File: src/rtl/cwg_pkg.sv
package cwg_pkg;

    localparam int FIELD_W = 8;

    typedef logic [FIELD_W-1:0] field_t;

    // Window state handed from a source to the phase splitter
    typedef struct packed {
        logic   active;
        field_t offset;   // clocks since the window opened
    } win_t;

    typedef struct packed {
        logic clamp;
        logic loop;
    } phase_t;

    // Divide an open window into clamp-only and loop-only parts
    function automatic phase_t split_phase(win_t w, field_t m);
        phase_t p;
        p.clamp = 1'b0;
        p.loop  = 1'b0;
        if (w.active) begin
            if (m == '0) begin
                p.clamp = 1'b1;
                p.loop  = 1'b1;
            end else if (w.offset < m) begin
                p.clamp = 1'b1;
            end else begin
                p.loop = 1'b1;
            end
        end
        return p;
    endfunction

    // Map a pin to its internal active-high meaning
    function automatic logic to_active(logic pin, logic invert);
        return pin ^ invert;
    endfunction

endpackage

File: src/rtl/cwg_sync_edge.sv
module cwg_sync_edge #(
    parameter int STAGES = 2
) (
    input  logic clk,
    input  logic rst,
    input  logic din,
    output logic lvl,
    output logic lvl_d
);

    logic [STAGES-1:0] chain;

    generate
        for (genvar g = 0; g < STAGES; g++) begin : g_stage
            if (g == 0) begin : g_first
                always_ff @(posedge clk) begin
                    if (rst) chain[g] <= 1'b0;
                    else     chain[g] <= din;
                end
            end else begin : g_next
                always_ff @(posedge clk) begin
                    if (rst) chain[g] <= 1'b0;
                    else     chain[g] <= chain[g-1];
                end
            end
        end
    endgenerate

    always_ff @(posedge clk) begin
        if (rst) lvl_d <= 1'b0;
        else     lvl_d <= chain[STAGES-1];
    end

    assign lvl = chain[STAGES-1];

endmodule

File: src/rtl/cwg_window_timer.sv
module cwg_window_timer
    import cwg_pkg::*;
(
    input  logic   clk,
    input  logic   rst,
    input  logic   trail,
    input  field_t place,
    input  field_t dur,
    output win_t   win
);

    localparam int CNT_W = FIELD_W + 1;

    logic [CNT_W-1:0] elapsed;
    logic [CNT_W-1:0] stop_at;
    logic [CNT_W-1:0] start_at;
    logic             running;

    assign start_at = {1'b0, place};
    assign stop_at  = {1'b0, place} + {1'b0, dur};

    always_ff @(posedge clk) begin
        if (rst) begin
            elapsed <= '0;
            running <= 1'b0;
        end else if (trail) begin
            elapsed <= '0;           // restart on every trailing edge
            running <= 1'b1;
        end else if (running) begin
            if (elapsed >= stop_at) running <= 1'b0;
            else                    elapsed <= elapsed + 1'b1;
        end
    end

    logic [CNT_W-1:0] rel;
    assign rel = elapsed - start_at;

    always_comb begin
        win.active = running && (elapsed >= start_at) && (elapsed < stop_at);
        win.offset = rel[FIELD_W-1:0];
    end

    AST_TRAIL_RESTARTS: assert property (@(posedge clk) disable iff (rst)
        trail |=> running && elapsed == '0) else $error("restart lost");

endmodule

File: src/rtl/cwg_coast_ctrl.sv
module cwg_coast_ctrl
    import cwg_pkg::*;
#(
    parameter int LINE_W = 11
) (
    input  logic   clk,
    input  logic   rst,
    input  logic   hs_lead,
    input  logic   vs_rise,
    input  field_t pre_lines,
    input  field_t post_lines,
    output logic   coast
);

    localparam int SUM_W = ((LINE_W > FIELD_W) ? LINE_W : FIELD_W) + 1;
    localparam logic [LINE_W-1:0] LINE_MAX = '1;

    logic [LINE_W-1:0] line_cnt;
    logic [LINE_W-1:0] field_len;
    logic              field_ok;
    field_t            post_left;
    logic              post_act;

    always_ff @(posedge clk) begin
        if (rst) begin
            line_cnt  <= '0;
            field_len <= '0;
            field_ok  <= 1'b0;
            post_left <= '0;
            post_act  <= 1'b0;
        end else if (vs_rise) begin
            field_len <= line_cnt;
            field_ok  <= 1'b1;
            line_cnt  <= '0;
            post_left <= post_lines;
            post_act  <= 1'b0;
        end else if (hs_lead) begin
            if (line_cnt != LINE_MAX) line_cnt <= line_cnt + 1'b1;
            post_act <= (post_left != '0);
            if (post_left != '0) post_left <= post_left - 1'b1;
        end
    end

    logic [SUM_W-1:0] reach;
    logic             pre_act;

    assign reach   = SUM_W'(line_cnt) + SUM_W'(pre_lines);
    assign pre_act = field_ok && (pre_lines != '0) && (reach > SUM_W'(field_len));
    assign coast   = post_act | pre_act;

    AST_POST_LINE_COAST: assert property (@(posedge clk) disable iff (rst)
        (hs_lead && !vs_rise && post_left != '0) |=> coast) else $error("post coast missed");

endmodule

File: src/rtl/clamp_window_gen.sv
module clamp_window_gen
    import cwg_pkg::*;
#(
    parameter int LINE_W      = 11,
    parameter int SYNC_STAGES = 2
) (
    input  logic       clk,
    input  logic       rst,
    input  logic       hsync,
    input  logic       vsync,
    input  logic       clamp_pin,
    input  logic       src_ext,
    input  logic       hs_pol,
    input  logic       clp_pol,
    input  logic [7:0] place,
    input  logic [7:0] duration,
    input  logic [7:0] split,
    input  logic [7:0] pre_lines,
    input  logic [7:0] post_lines,
    output logic       clamp_en,
    output logic       loop_en
);

    localparam field_t OFS_MAX = '1;

    // Horizontal sync: polarity, synchronizer, edges
    logic hs_act, hs_lvl, hs_lvl_d, hs_lead, hs_trail;
    assign hs_act = to_active(hsync, ~hs_pol);

    cwg_sync_edge #(.STAGES(SYNC_STAGES)) u_hs_sync (
        .clk   (clk),
        .rst   (rst),
        .din   (hs_act),
        .lvl   (hs_lvl),
        .lvl_d (hs_lvl_d)
    );

    assign hs_lead  =  hs_lvl & ~hs_lvl_d;
    assign hs_trail = ~hs_lvl &  hs_lvl_d;

    // Vertical sync
    logic vs_lvl, vs_lvl_d, vs_rise;

    cwg_sync_edge #(.STAGES(SYNC_STAGES)) u_vs_sync (
        .clk   (clk),
        .rst   (rst),
        .din   (vsync),
        .lvl   (vs_lvl),
        .lvl_d (vs_lvl_d)
    );

    assign vs_rise = vs_lvl & ~vs_lvl_d;

    // Internal window source
    win_t int_win;

    cwg_window_timer u_timer (
        .clk   (clk),
        .rst   (rst),
        .trail (hs_trail),
        .place (place),
        .dur   (duration),
        .win   (int_win)
    );

    // External pin source: one register, then a run counter
    logic   ext_act;
    field_t ext_ofs;

    always_ff @(posedge clk) begin
        if (rst) ext_act <= 1'b0;
        else     ext_act <= to_active(clamp_pin, clp_pol);
    end

    always_ff @(posedge clk) begin
        if (rst || !ext_act)       ext_ofs <= '0;
        else if (ext_ofs != OFS_MAX) ext_ofs <= ext_ofs + 1'b1;
    end

    win_t ext_win;
    assign ext_win.active = ext_act;
    assign ext_win.offset = ext_ofs;

    // Line suppression around vertical sync
    logic coast;

    cwg_coast_ctrl #(.LINE_W(LINE_W)) u_coast (
        .clk        (clk),
        .rst        (rst),
        .hs_lead    (hs_lead),
        .vs_rise    (vs_rise),
        .pre_lines  (pre_lines),
        .post_lines (post_lines),
        .coast      (coast)
    );

    // Source select, split, output register
    win_t   sel_win;
    phase_t ph;

    assign sel_win = src_ext ? ext_win : int_win;
    assign ph      = split_phase(sel_win, split);

    always_ff @(posedge clk) begin
        if (rst) begin
            clamp_en <= 1'b0;
            loop_en  <= 1'b0;
        end else begin
            clamp_en <= ph.clamp & ~coast;
            loop_en  <= ph.loop  & ~coast;
        end
    end

    AST_RESET_QUIET: assert property (@(posedge clk)
        $past(rst) |-> !clamp_en && !loop_en) else $error("active after reset");
    AST_SPLIT_EXCLUSIVE: assert property (@(posedge clk) disable iff (rst)
        ($past(split) != '0) |-> !(clamp_en && loop_en)) else $error("split overlap");
    AST_ZERO_DUR_SILENT: assert property (@(posedge clk) disable iff (rst)
        (!$past(src_ext) && $past(duration) == '0) |-> !clamp_en && !loop_en) else $error("zero length pulse");
    AST_COAST_GATES: assert property (@(posedge clk) disable iff (rst)
        $past(coast) |-> !clamp_en && !loop_en) else $error("coasted line clamped");
    AST_EXT_FOLLOWS_PIN: assert property (@(posedge clk) disable iff (rst)
        ($past(src_ext) && !$past(ext_act)) |-> !clamp_en && !loop_en) else $error("pulse without pin");

endmodule

File: config.mk
export PLATFORM = sky130hd
export DESIGN_NAME = clamp_window_gen
export DESIGN_NICKNAME = d
export VERILOG_FILES = /design/src/rtl/cwg_pkg.sv /design/src/rtl/cwg_sync_edge.sv /design/src/rtl/cwg_window_timer.sv /design/src/rtl/cwg_coast_ctrl.sv /design/src/rtl/clamp_window_gen.sv
export SDC_FILE = /design/constraint.sdc
export NUM_CORES = 1
export LEC_CHECK = 0
export CAP_MARGIN = 20
export CORE_MARGIN = 2
export CORE_UTILIZATION = 49
export CTS_BUF_LIST = sky130_fd_sc_hd__clkbuf_2 sky130_fd_sc_hd__clkbuf_4 sky130_fd_sc_hd__clkbuf_8
export DETAILED_ROUTE_END_ITERATION = 10
export DONT_BUFFER_PORTS = 1
export GPL_TIMING_DRIVEN = 0
export PLACE_DENSITY = 0.66
export SETUP_SLACK_MARGIN = 0.1
export SLEW_MARGIN = 15
export SYNTH_ARGS = -nofsm -noshare
export SYNTH_HDL_FRONTEND = slang
export SYNTH_HIERARCHICAL = 1
export SYNTH_SLANG_ARGS = --single-unit
File: constraint.sdc
create_clock -name clk -period 3.3 [get_ports clk]
set_input_delay 0.33 -clock clk [delete_from_list [all_inputs] [get_ports clk]]
set_output_delay 0.33 -clock clk [all_outputs]
set_load 0.02 [all_outputs]
## Word level (Yosys, flattened, before mapping)

Index checks and enable logic that the tools add are counted.

| word-level totals | value |
|---|---|
| word-level logic and storage cells | 72 |
| output and inout bits | 2 |
| input port bits | 48 |
| register bits | 59 |

| operators by class | value |
|---|---|
| equal/unequal tests | 2 |
| muxes and demuxes | 11 |
| reductions and logical operators | 16 |
| magnitude comparators | 5 |
| $add $sub $neg | 7 |
| bitwise operators | 14 |

Operator list:

| operator | number |
|---|---|
| $mux 8 | 3 |
| $reduce_bool 8->1 | 2 |
| $add 11x8->12 | 1 |
| $gt 12x11->1 | 1 |
| $add 11x1->11 const B | 1 |
| $ne 11x11->1 const B | 1 |
| $add 8x8->9 | 1 |
| $add 9x1->9 const B | 1 |
| $ge 9x8->1 | 1 |
| $ge 9x9->1 | 1 |
| $lt 9x9->1 | 1 |
| $mux 9 | 1 |
| $add 8x1->8 const B | 1 |
| $logic_not 8->1 | 1 |
| $lt 8x8->1 | 1 |
| $ne 8x8->1 const B | 1 |
| $sub 8x1->8 const B | 1 |
| $sub 8x8->8 | 1 |
| $not 1->1 | 6 |
| $reduce_and 2->1 | 3 |
| $and 1x1->1 | 5 |
| $mux 1 | 5 |
| $logic_and 1x1->1 | 4 |
| $mux 2 | 2 |
| other kinds (6) | 9 |

## Longest topological paths before layout

Gate-level depths: netlist of run 1.

| depth | value |
|---|---|
| depth in word-level cells | 9 |
| gate-level depth with buffers | 15 |
| mapped depth without buffers | 15 |

## Modules after synthesis

The synthesis of run 1 kept the hierarchy.

Modules (own cells, without submodules):

| module | area an instance (um^2) | cells an instance | instances |
|---|---|---|---|
| cwg_coast_ctrl | 2067.0 | 247 | 1 |
| cwg_window_timer | 1373.8 | 176 | 1 |
| clamp_window_gen | 789.5 | 95 | 1 |
| cwg_sync_edge | 78.8 | 6 | 2 |

## Least setup slack after synthesis of run 1

Ideal clock, no wire load.

| timing | value |
|---|---|
| kind | register -> register |
| from | register u_coast.line_cnt[0] |
| to | register clamp_en |
| arrival | 3170 ps |
| path slack | 61 ps |
| stages on the path, launching flop included | 16 |
| period minus slack after synthesis | 3239 ps |
| setup time | 70 ps |
| data required time | 3230 ps |
| cells stage by stage | dfxtp_1 -> ha_1 -> fa_1 -> a211oi_1 -> nor2_1 -> o221ai_1 -> a21oi_1 -> xnor2_1 -> ha_1 -> o21ai_0 -> nand2b_1 -> a21oi_1 -> nor3_1 -> a221o_1 -> or3_1 -> a21oi_1 |

| between the ends | value |
|---|---|
| longest elaborated chain between the ends | 6 |

RTL lines:

| item | line | text |
|---|---|---|
| start, declared | cwg_coast_ctrl.sv:18 | `logic [LINE_W-1:0] line_cnt;` |
| start signal, assigned | cwg_coast_ctrl.sv:38 | `if (line_cnt != LINE_MAX) line_cnt <= line_cnt + 1'b1;` |
| $add 11x8->12 | cwg_coast_ctrl.sv:47 | `assign reach = SUM_W'(line_cnt) + SUM_W'(pre_lines);` |
| $gt 12x11->1 | cwg_coast_ctrl.sv:48 | `assign pre_act = field_ok && (pre_lines != '0) && (reach > SUM_W'(field_len));` |
| $logic_and 1x1->1 | cwg_coast_ctrl.sv:48 |  |
| $or 1x1->1 | cwg_coast_ctrl.sv:49 | `assign coast = post_act \| pre_act;` |
| named net coast | clamp_window_gen.sv:85 | `logic coast;` |
| $not 1->1 | clamp_window_gen.sv:109 | `clamp_en <= ph.clamp & ~coast;` |
| $and 1x1->1 | clamp_window_gen.sv:109 |  |
| end signal, assigned | clamp_window_gen.sv:109 |  |
| end, declared | clamp_window_gen.sv:20 | `output logic clamp_en,` |

The timed path passes the listed nets, and every way through them passes these cells.
A chain may end at the register's enable or synchronous reset.

==> results.yml, run 1 <==
critical_path:
  worstSetupStartpointType: "flip-flop"
  cp-end-kind: "flip-flop"
  crit_required_ns: 3.57
  cp_max_fo: 4
  cp_slowest_cell: "or4_1"
  critical_path.max_stage_delay_ns: 0.57
  path_cells: "inv_1 -> ha_1 -> fa_1 -> nor2b_1 -> o21ai_0 -> a21boi_1 -> or4b_1 -> nand3_1 -> mux2_2 -> ha_1 -> o21ai_0 -> nor2_1 -> or4_1 -> a21oi_4"
  critical_path_class: "reg -> reg"
  cp_data_arrival_time_ns: 3.66
sta:
  tightest_slew_ns: 0.698
  fin_skew_ns: 0.00643
  drv_slew: 0
  setup-tns-final_ns: -0.183
  fmax_mhz: 294
  maxSlewHeadroom_pct: 53.5
  hold_viol: 0
  setup_ws_ns: -0.0960
  finalSetupViolations: 2
  min_period_ns: 3.40
  rsz0062_at_grt: "true"
  finalCritPeriodShare_pct: 103
floorplan:
  dieArea_um2: 9730
  rows: 34
  fp.coreArea_um2: 8720
  start_util_pct: 50.3
  ios: 50
  die_w_um: 98.6
  die_y_um: 98.6
logic_synthesis:
  synth_top_area_share_pct: 26.9
  yosysTopAreaCell: "dfxtp_1"
  syn_nets: 636
  yosys_warnings: 6
  synthArstFlopShare_pct: 0
  syn_area_um2: 4390
  yosys-top-cells-area: "dfxtp_1 (27%), ha_1 (16%), nor2_1 (5.6%)"
  synthFlopType: "dfxtp_1"
  synth-seq-area-share_pct: 26.9
  ys_seq_elements: 59
  synth-edff-count: 0
  synth_cell_types: 56
  syn_area_per_cell_um2: 8.28
  netlist_instances: 530
global_route:
  grt_max_degree: 16
  use_met2_pct: 35.2
  grt_pass1_wl_um: 16800
  antenna_found_initial: 0
  grt_util_met3_pct: 4.04
  grt_pass1_vias: 3784
  top_usage_layer: "met2"
  grtUsageMet1_pct: 27.2
  grt_overflow: 0
  track_usage_pct: 20.7
route:
  wl_per_cell_um: 14.8
  ant_nets: 0
  vias_per_cell: 5.70
  drt_wl_total_um: 9760
  vias: 3770
  drc_errors: 0
  first_pass_iters: 4
  drt_iter0_markers: 140
clocking:
  numCtsBuffers: 9
  cts_buffer_depth: 2
  insertion_delay_ns: 0.33
  holdBufCountCts: 0
  cts_sinks: 59
  path_clk_slew_ns: 0.07
  cts_tree: "built"
  htreeDepth: 3
  cts.root.buffer_cell: "clkbuf_8"
power:
  vdd_drop_max_mv: 0.207
  power_density_nw_per_um2: 355
  leakage_nw: 1.98
placement:
  place_ws_ns: -0.435
  port_buffers: 0
  place_hpwl_um: 7370
  gp_congestion: 0.887
  postPlaceCellArea_um2: 4530
final_layout:
  diodes: 0
  syn_to_final_growth_pct: 13.5
  n_fill_cell: 775
  design_area_um2: 4980
  nets: 654
  drive_above_1_share_pct: 13.9
run_status:
  status: "finished, violations left"
  violations: "negative setup slack"
worst_hold_path:
  min-delay-path-class: "in -> reg"
job:
  drv_cap: 0
[critical path: cells and delay by family, from the launching register on]
| family | cells | cell delay, ns |
|---|---|---|
| AND/OR/NAND/NOR | 5 | 0.99 |
| adder cells (fa/ha/maj) | 3 | 0.92 |
| AO/OA/AOI/OAI | 4 | 0.72 |
| flip-flops | 1 | 0.35 |
| multiplexers | 1 | 0.28 |
| buffers and inverters | 1 | 0.08 |
[where the power goes]
part	switching, mW	internal [mW]
logic	0.159	0.133
clock network	0.304	0.430
registers	0.0159	0.729
[cell usage in the layout (no fill, tap or decap), drive strengths merged, types with 7 or more instances in the layout]
master,n
xnor2,17
xor2,15
buf,12
dfxtp,59
a211oi,14
nor3,11
nand4,11
mux2i,17
inv,46
o211ai,7
mux2,7
a21oi,29
nand3,16
clkbuf,13
or3,7
nor2,66
o21ai,25
nor2b,16
nand2,32
ha,55
or4,11
[sequential cells by signal, summed over array words and instances (netlist names)]
register / flops
clamp_en: 1
ext_act: 1
ext_ofs: 8
loop_en: 1
u_coast/field_len: 11
u_coast/field_ok: 1
u_coast/line_cnt: 11
u_coast/post_act: 1
u_coast/post_left: 8
u_hs_sync/chain: 1
u_hs_sync/lvl: 1
u_hs_sync/lvl_d: 1
u_timer/elapsed: 9
u_timer/running: 1
u_vs_sync/chain: 1
u_vs_sync/lvl: 1
u_vs_sync/lvl_d: 1
[what timing repair did]
item | in CTS | in global routing
setup buffers | 4 | 3
pin swaps | 10 | 20
setup endpoints to repair | 2 | 3
resized for setup | 22 | 16
gates cloned | 0 | 0
[synthesized netlist by cell type, drive strengths merged (2+ instances only)]
master and number:
mux2 7, nor2b 16, o21ai 25, o31ai 3
fa 3, a2111oi 3, a21o 6, or2 5
a31oi 2, a211oi 14, nor3 11, a21oi 29
a21boi 3, xnor2 17, o221ai 2, mux2i 17
or4 11, ha 55, o41ai 2, nor2 66
dfxtp 59, and3 4, o21a 5, o22ai 2
o21ba 2, o211ai 7, nand2 32, xor2 15
clkbuf 4, nand2b 2, nor4 5, buf 5
inv 45, nand4 11, or3 7, nand3 16
[cell families (layout without fill, tap and decap cells)]
family | Yosys count | in the layout | synth area share (%)
adders and majority gates | 58 | 58 | 17.1
DFF | 59 | 59 | 26.9
and+or+nand+nor | 191 | 191 | 21.6
muxes | 24 | 24 | 5.67
AOI/OAI and AO/OA | 111 | 111 | 17.3
xor gates and xnor gates | 32 | 32 | 6.39
buffers and inverters | 55 | 78 | 5.05
[final timing paths]
path | startpoint | to | slack [ns] | cells after the start
setup reg to reg | u_timer/elapsed[0] | clamp_en | -0.1 | 14
hold reg to reg | u_vs_sync/chain[0] | u_vs_sync/lvl | 0.44 | 1
hold / removal | rst | u_vs_sync/lvl | 0.06 | 1
setup / recovery | u_timer/elapsed[0] | clamp_en | -0.1 | 14
[metrics by stage]
| step | utilization (%) | power (mW) | hold slack [ns] | std cells |
|---|---|---|---|---|
| after CTS | 55.9 | 1.78 | 0.0385 | 658 |
| final | 57.1 | 1.77 | 0.0556 | 661 |
| after global placement | 51.9 | 1.03 | 0.406 | 638 |
| after global routing | 57.1 | 1.86 | 0.0359 | 661 |
| after floorplan | - | 0.978 | 0.402 | 530 |
| after detailed placement | 51.9 | 1.03 | 0.405 | 638 |
[layout make-up]
class	instances	area, µm²	share of cell area, %
clock buffers	9	124	2.49
inverters	46	173	3.47
multi-input cells	416	3150	63.3
flip-flops and latches	59	1190	23.9
plain buffers	9	48.8	0.980
repair buffers	7	52.6	1.06
well taps	108	135	2.71
clock inverters	7	101	2.03
[per-layer routing]
metal / vias to the layer above / routed length [µm]
li1: 1933 / -
met1: 1753 / 4710
met2: 73 / 4560
met3: 11 / 391
met5: - / 0
met4: 0 / 97
(Power assumes the default switching activity.)
==> run 2, diff against run 1 <==
ABC_AREA = 1   (was default)
ABC_CLOCK_PERIOD_IN_PS = 3300   (was default)
==> results.yml, run 2 <==
run_status:
  status: "completed"
clocking:
  holdBufCountCts: 0
  path_clk_slew_ns: 0.07
  insertion_delay_ns: 0.33
  cts.root.buffer_cell: "clkbuf_8"
  cts_sinks: 59
  htreeDepth: 3
  cts_tree: "built"
  cts_buffer_depth: 2
  numCtsBuffers: 9
route:
  first_pass_iters: 4
  drt_wl_total_um: 10300
  vias_per_cell: 5.15
  drt_iter0_markers: 169
  drc_errors: 0
  ant_nets: 0
  wl_per_cell_um: 12.5
  vias: 4252
placement:
  port_buffers: 0
  place_hpwl_um: 7990
  postPlaceCellArea_um2: 4810
  dp.cells: 808
  gp_congestion: 0.892
  place_ws_ns: 0.223
power:
  vdd_drop_max_mv: 0.232
  p_int_mw: 1.42
  pwr-share-clk_pct: 42.3
  power_switching_mw: 0.516
  leakage_nw: 2.48
  pwr-share-seq_pct: 39.2
  power_density_nw_per_um2: 375
  combPwrFrac_pct: 18.5
  swShare_pct: 26.7
  p_total_mw: 1.93
sta:
  min_period_ns: 2.97
  setup_ws_ns: 0.333
  hold_viol: 0
  maxSlewHeadroom_pct: 67.7
  whs_ns: 0.0565
  fmax_mhz: 337
  tightest_slew_ns: 0.485
  setup-tns-final_ns: 0
  finalSetupViolations: 0
  drv_slew: 0
  rsz0062_at_grt: "true"
  fin_skew_ns: 0.0145
  finalCritPeriodShare_pct: 89.9
critical_path:
  worstRegToRegCells: 27
  r2r-end: "loop_en"
  r2r_slack_ns: 0.33
  worstSetupEndpoint: "loop_en"
  cp_max_fo: 3
  cp-end-kind: "flip-flop"
  r2r-start: "u_coast/line_cnt[0]"
  critical_path.max_stage_delay_ns: 0.39
  cp_slowest_cell: "fa_2"
  crit_required_ns: 3.58
  crit_start: "u_coast/line_cnt[0]"
  critical_path_class: "reg -> reg"
  worstSetupStartpointType: "flip-flop"
  cp_data_arrival_time_ns: 3.24
global_route:
  track_usage_pct: 21.3
  grt_util_met3_pct: 3.80
  grtUsageMet1_pct: 26.0
  grt_pass1_wl_um: 17700
  grt_overflow: 0
  antenna_found_initial: 0
  top_usage_layer: "met2"
  use_met2_pct: 37.9
  grt_max_degree: 17
  grt_pass1_vias: 4245
logic_synthesis:
  synth_top_cells_by_count: "nand2_1 (157), inv_1 (109), nor2_1 (65)"
  yosysTopAreaCell: "dfxtp_1"
  yosys-top-cells-area: "dfxtp_1 (25%), ha_1 (15%), nand2_1 (13%)"
  synth_cell_types: 41
  yosys_warnings: 6
  synth_top_area_share_pct: 25.4
  synth-seq-area-share_pct: 25.4
  yosysMostFrequentCell: "nand2_1"
  synth-edff-count: 0
  syn_area_per_cell_um2: 6.85
  netlist_instances: 679
  synthFlopType: "dfxtp_1"
  ys_seq_elements: 59
  synthArstFlopShare_pct: 0
  syn_nets: 785
  syn_area_um2: 4650
floorplan:
  rows: 35
  die_y_um: 101
  die_w_um: 101
  fp.coreArea_um2: 9240
  dieArea_um2: 10300
  ios: 50
  start_util_pct: 50.3
job:
  drv_cap: 0
final_layout:
  drive_above_1_share_pct: 10.8
  diodes: 0
  final_util_pct: 55.8
  syn_to_final_growth_pct: 10.9
  n_fill_cell: 907
  design_area_um2: 5150
  mostFrequentLayoutCells: "nand2_1 (148), inv_1 (108), nor2_1 (63), dfxtp_1 (58), a21oi_1 (56)"
  top_regs: "u_coast/field_len (11), u_coast/line_cnt (11), u_timer/elapsed (9)"
  layout_commonest_cell: "nand2_1"
  nets: 799
  final-instance-count-excl-fill: 826
worst_hold_path:
  min-delay-path-class: "in -> reg"
## run 2: cell types whose count changed after synthesis, moves of 9 or more
| cell | change |
|---|---|
| a211oi_1 | -9 |
| a21oi_1 | +28 |
| inv_1 | +64 |
| mux2i_1 | -17 |
| nand2_1 | +125 |
| nand3_1 | +10 |
| nor2b_1 | -16 |
| or4_1 | -10 |
## run 2: power groups by stage
stage | logic, mW | registers [mW] | clock network (mW)
after floorplan | 0.279 | 0.769 | 0
after global placement | 0.333 | 0.773 | 0
after detailed placement | 0.345 | 0.774 | 0
after CTS | 0.348 | 0.757 | 0.845
after global routing | 0.417 | 0.761 | 0.870
final | 0.357 | 0.758 | 0.817
## run 2: worst min-delay path by stage
stage	start	end	slack, ns	depth (start not counted)
after floorplan	u_hs_sync/chain[0]	u_hs_sync/lvl	0.39	2
after global placement	u_vs_sync/chain[0]	u_vs_sync/lvl	0.39	2
after detailed placement	u_vs_sync/chain[0]	u_vs_sync/lvl	0.39	2
after CTS	rst	u_coast/post_left[7]	0.03	1
after global routing	rst	u_coast/post_left[7]	0.03	1
final	rst	u_coast/post_left[2]	0.06	1
## run 2: critical path: cells and delay by family (launching register included)
| kind | cells | cell delay (ns) |
|---|---|---|
| AO/OA/AOI/OAI | 2 | 0.28 |
| XOR/XNOR | 1 | 0.17 |
| adder cells (fa/ha/maj) | 3 | 0.85 |
| buffers and inverters | 4 | 0.17 |
| flip-flops | 1 | 0.36 |
| AND/OR/NAND/NOR | 17 | 1.05 |
## run 2: logic make-up (layout without fill, tap and decap cells)
family	Yosys count	after routing	share of synthesized area (%)
and+or+nand+nor	300	300	29.7
DFF	59	59	25.4
adders and majority gates	58	58	16.1
buffers and inverters	124	142	10.3
xor gates and xnor gates	33	33	6.22
AOI/OAI and AO/OA	105	105	12.3
## run 2: timing repair
| action | 4_1_cts | 5_1_grt |
|---|---|---|
| endpoints found under the setup margin | 0 | 2 |
| setup buffers | 0 | 3 |
| endpoints found under the hold margin | 0 | 0 |
| resized for setup | 0 | 22 |
## run 2: layout make-up
cell class | count | area [µm²] | share of cell area (%)
Timing Repair Buffer | 3 | 22.5 | 0.437
Clock inverter | 4 | 97.6 | 1.89
Clock buffer | 11 | 151 | 2.94
Multi-Input combinational cell | 496 | 3060 | 59.4
Buffer | 9 | 45.0 | 0.874
Sequential cell | 59 | 1180 | 23.0
Tap cell | 129 | 161 | 3.13
Inverter | 115 | 432 | 8.37
## run 2: metal layers
| metal | wire length (µm) | vias to the layer above |
|---|---|---|
| met3 | 574 | 11 |
| li1 | - | 2214 |
| met2 | 5010 | 93 |
| met1 | 4630 | 1934 |
| met5 | 0 | - |
| met4 | 119 | 0 |
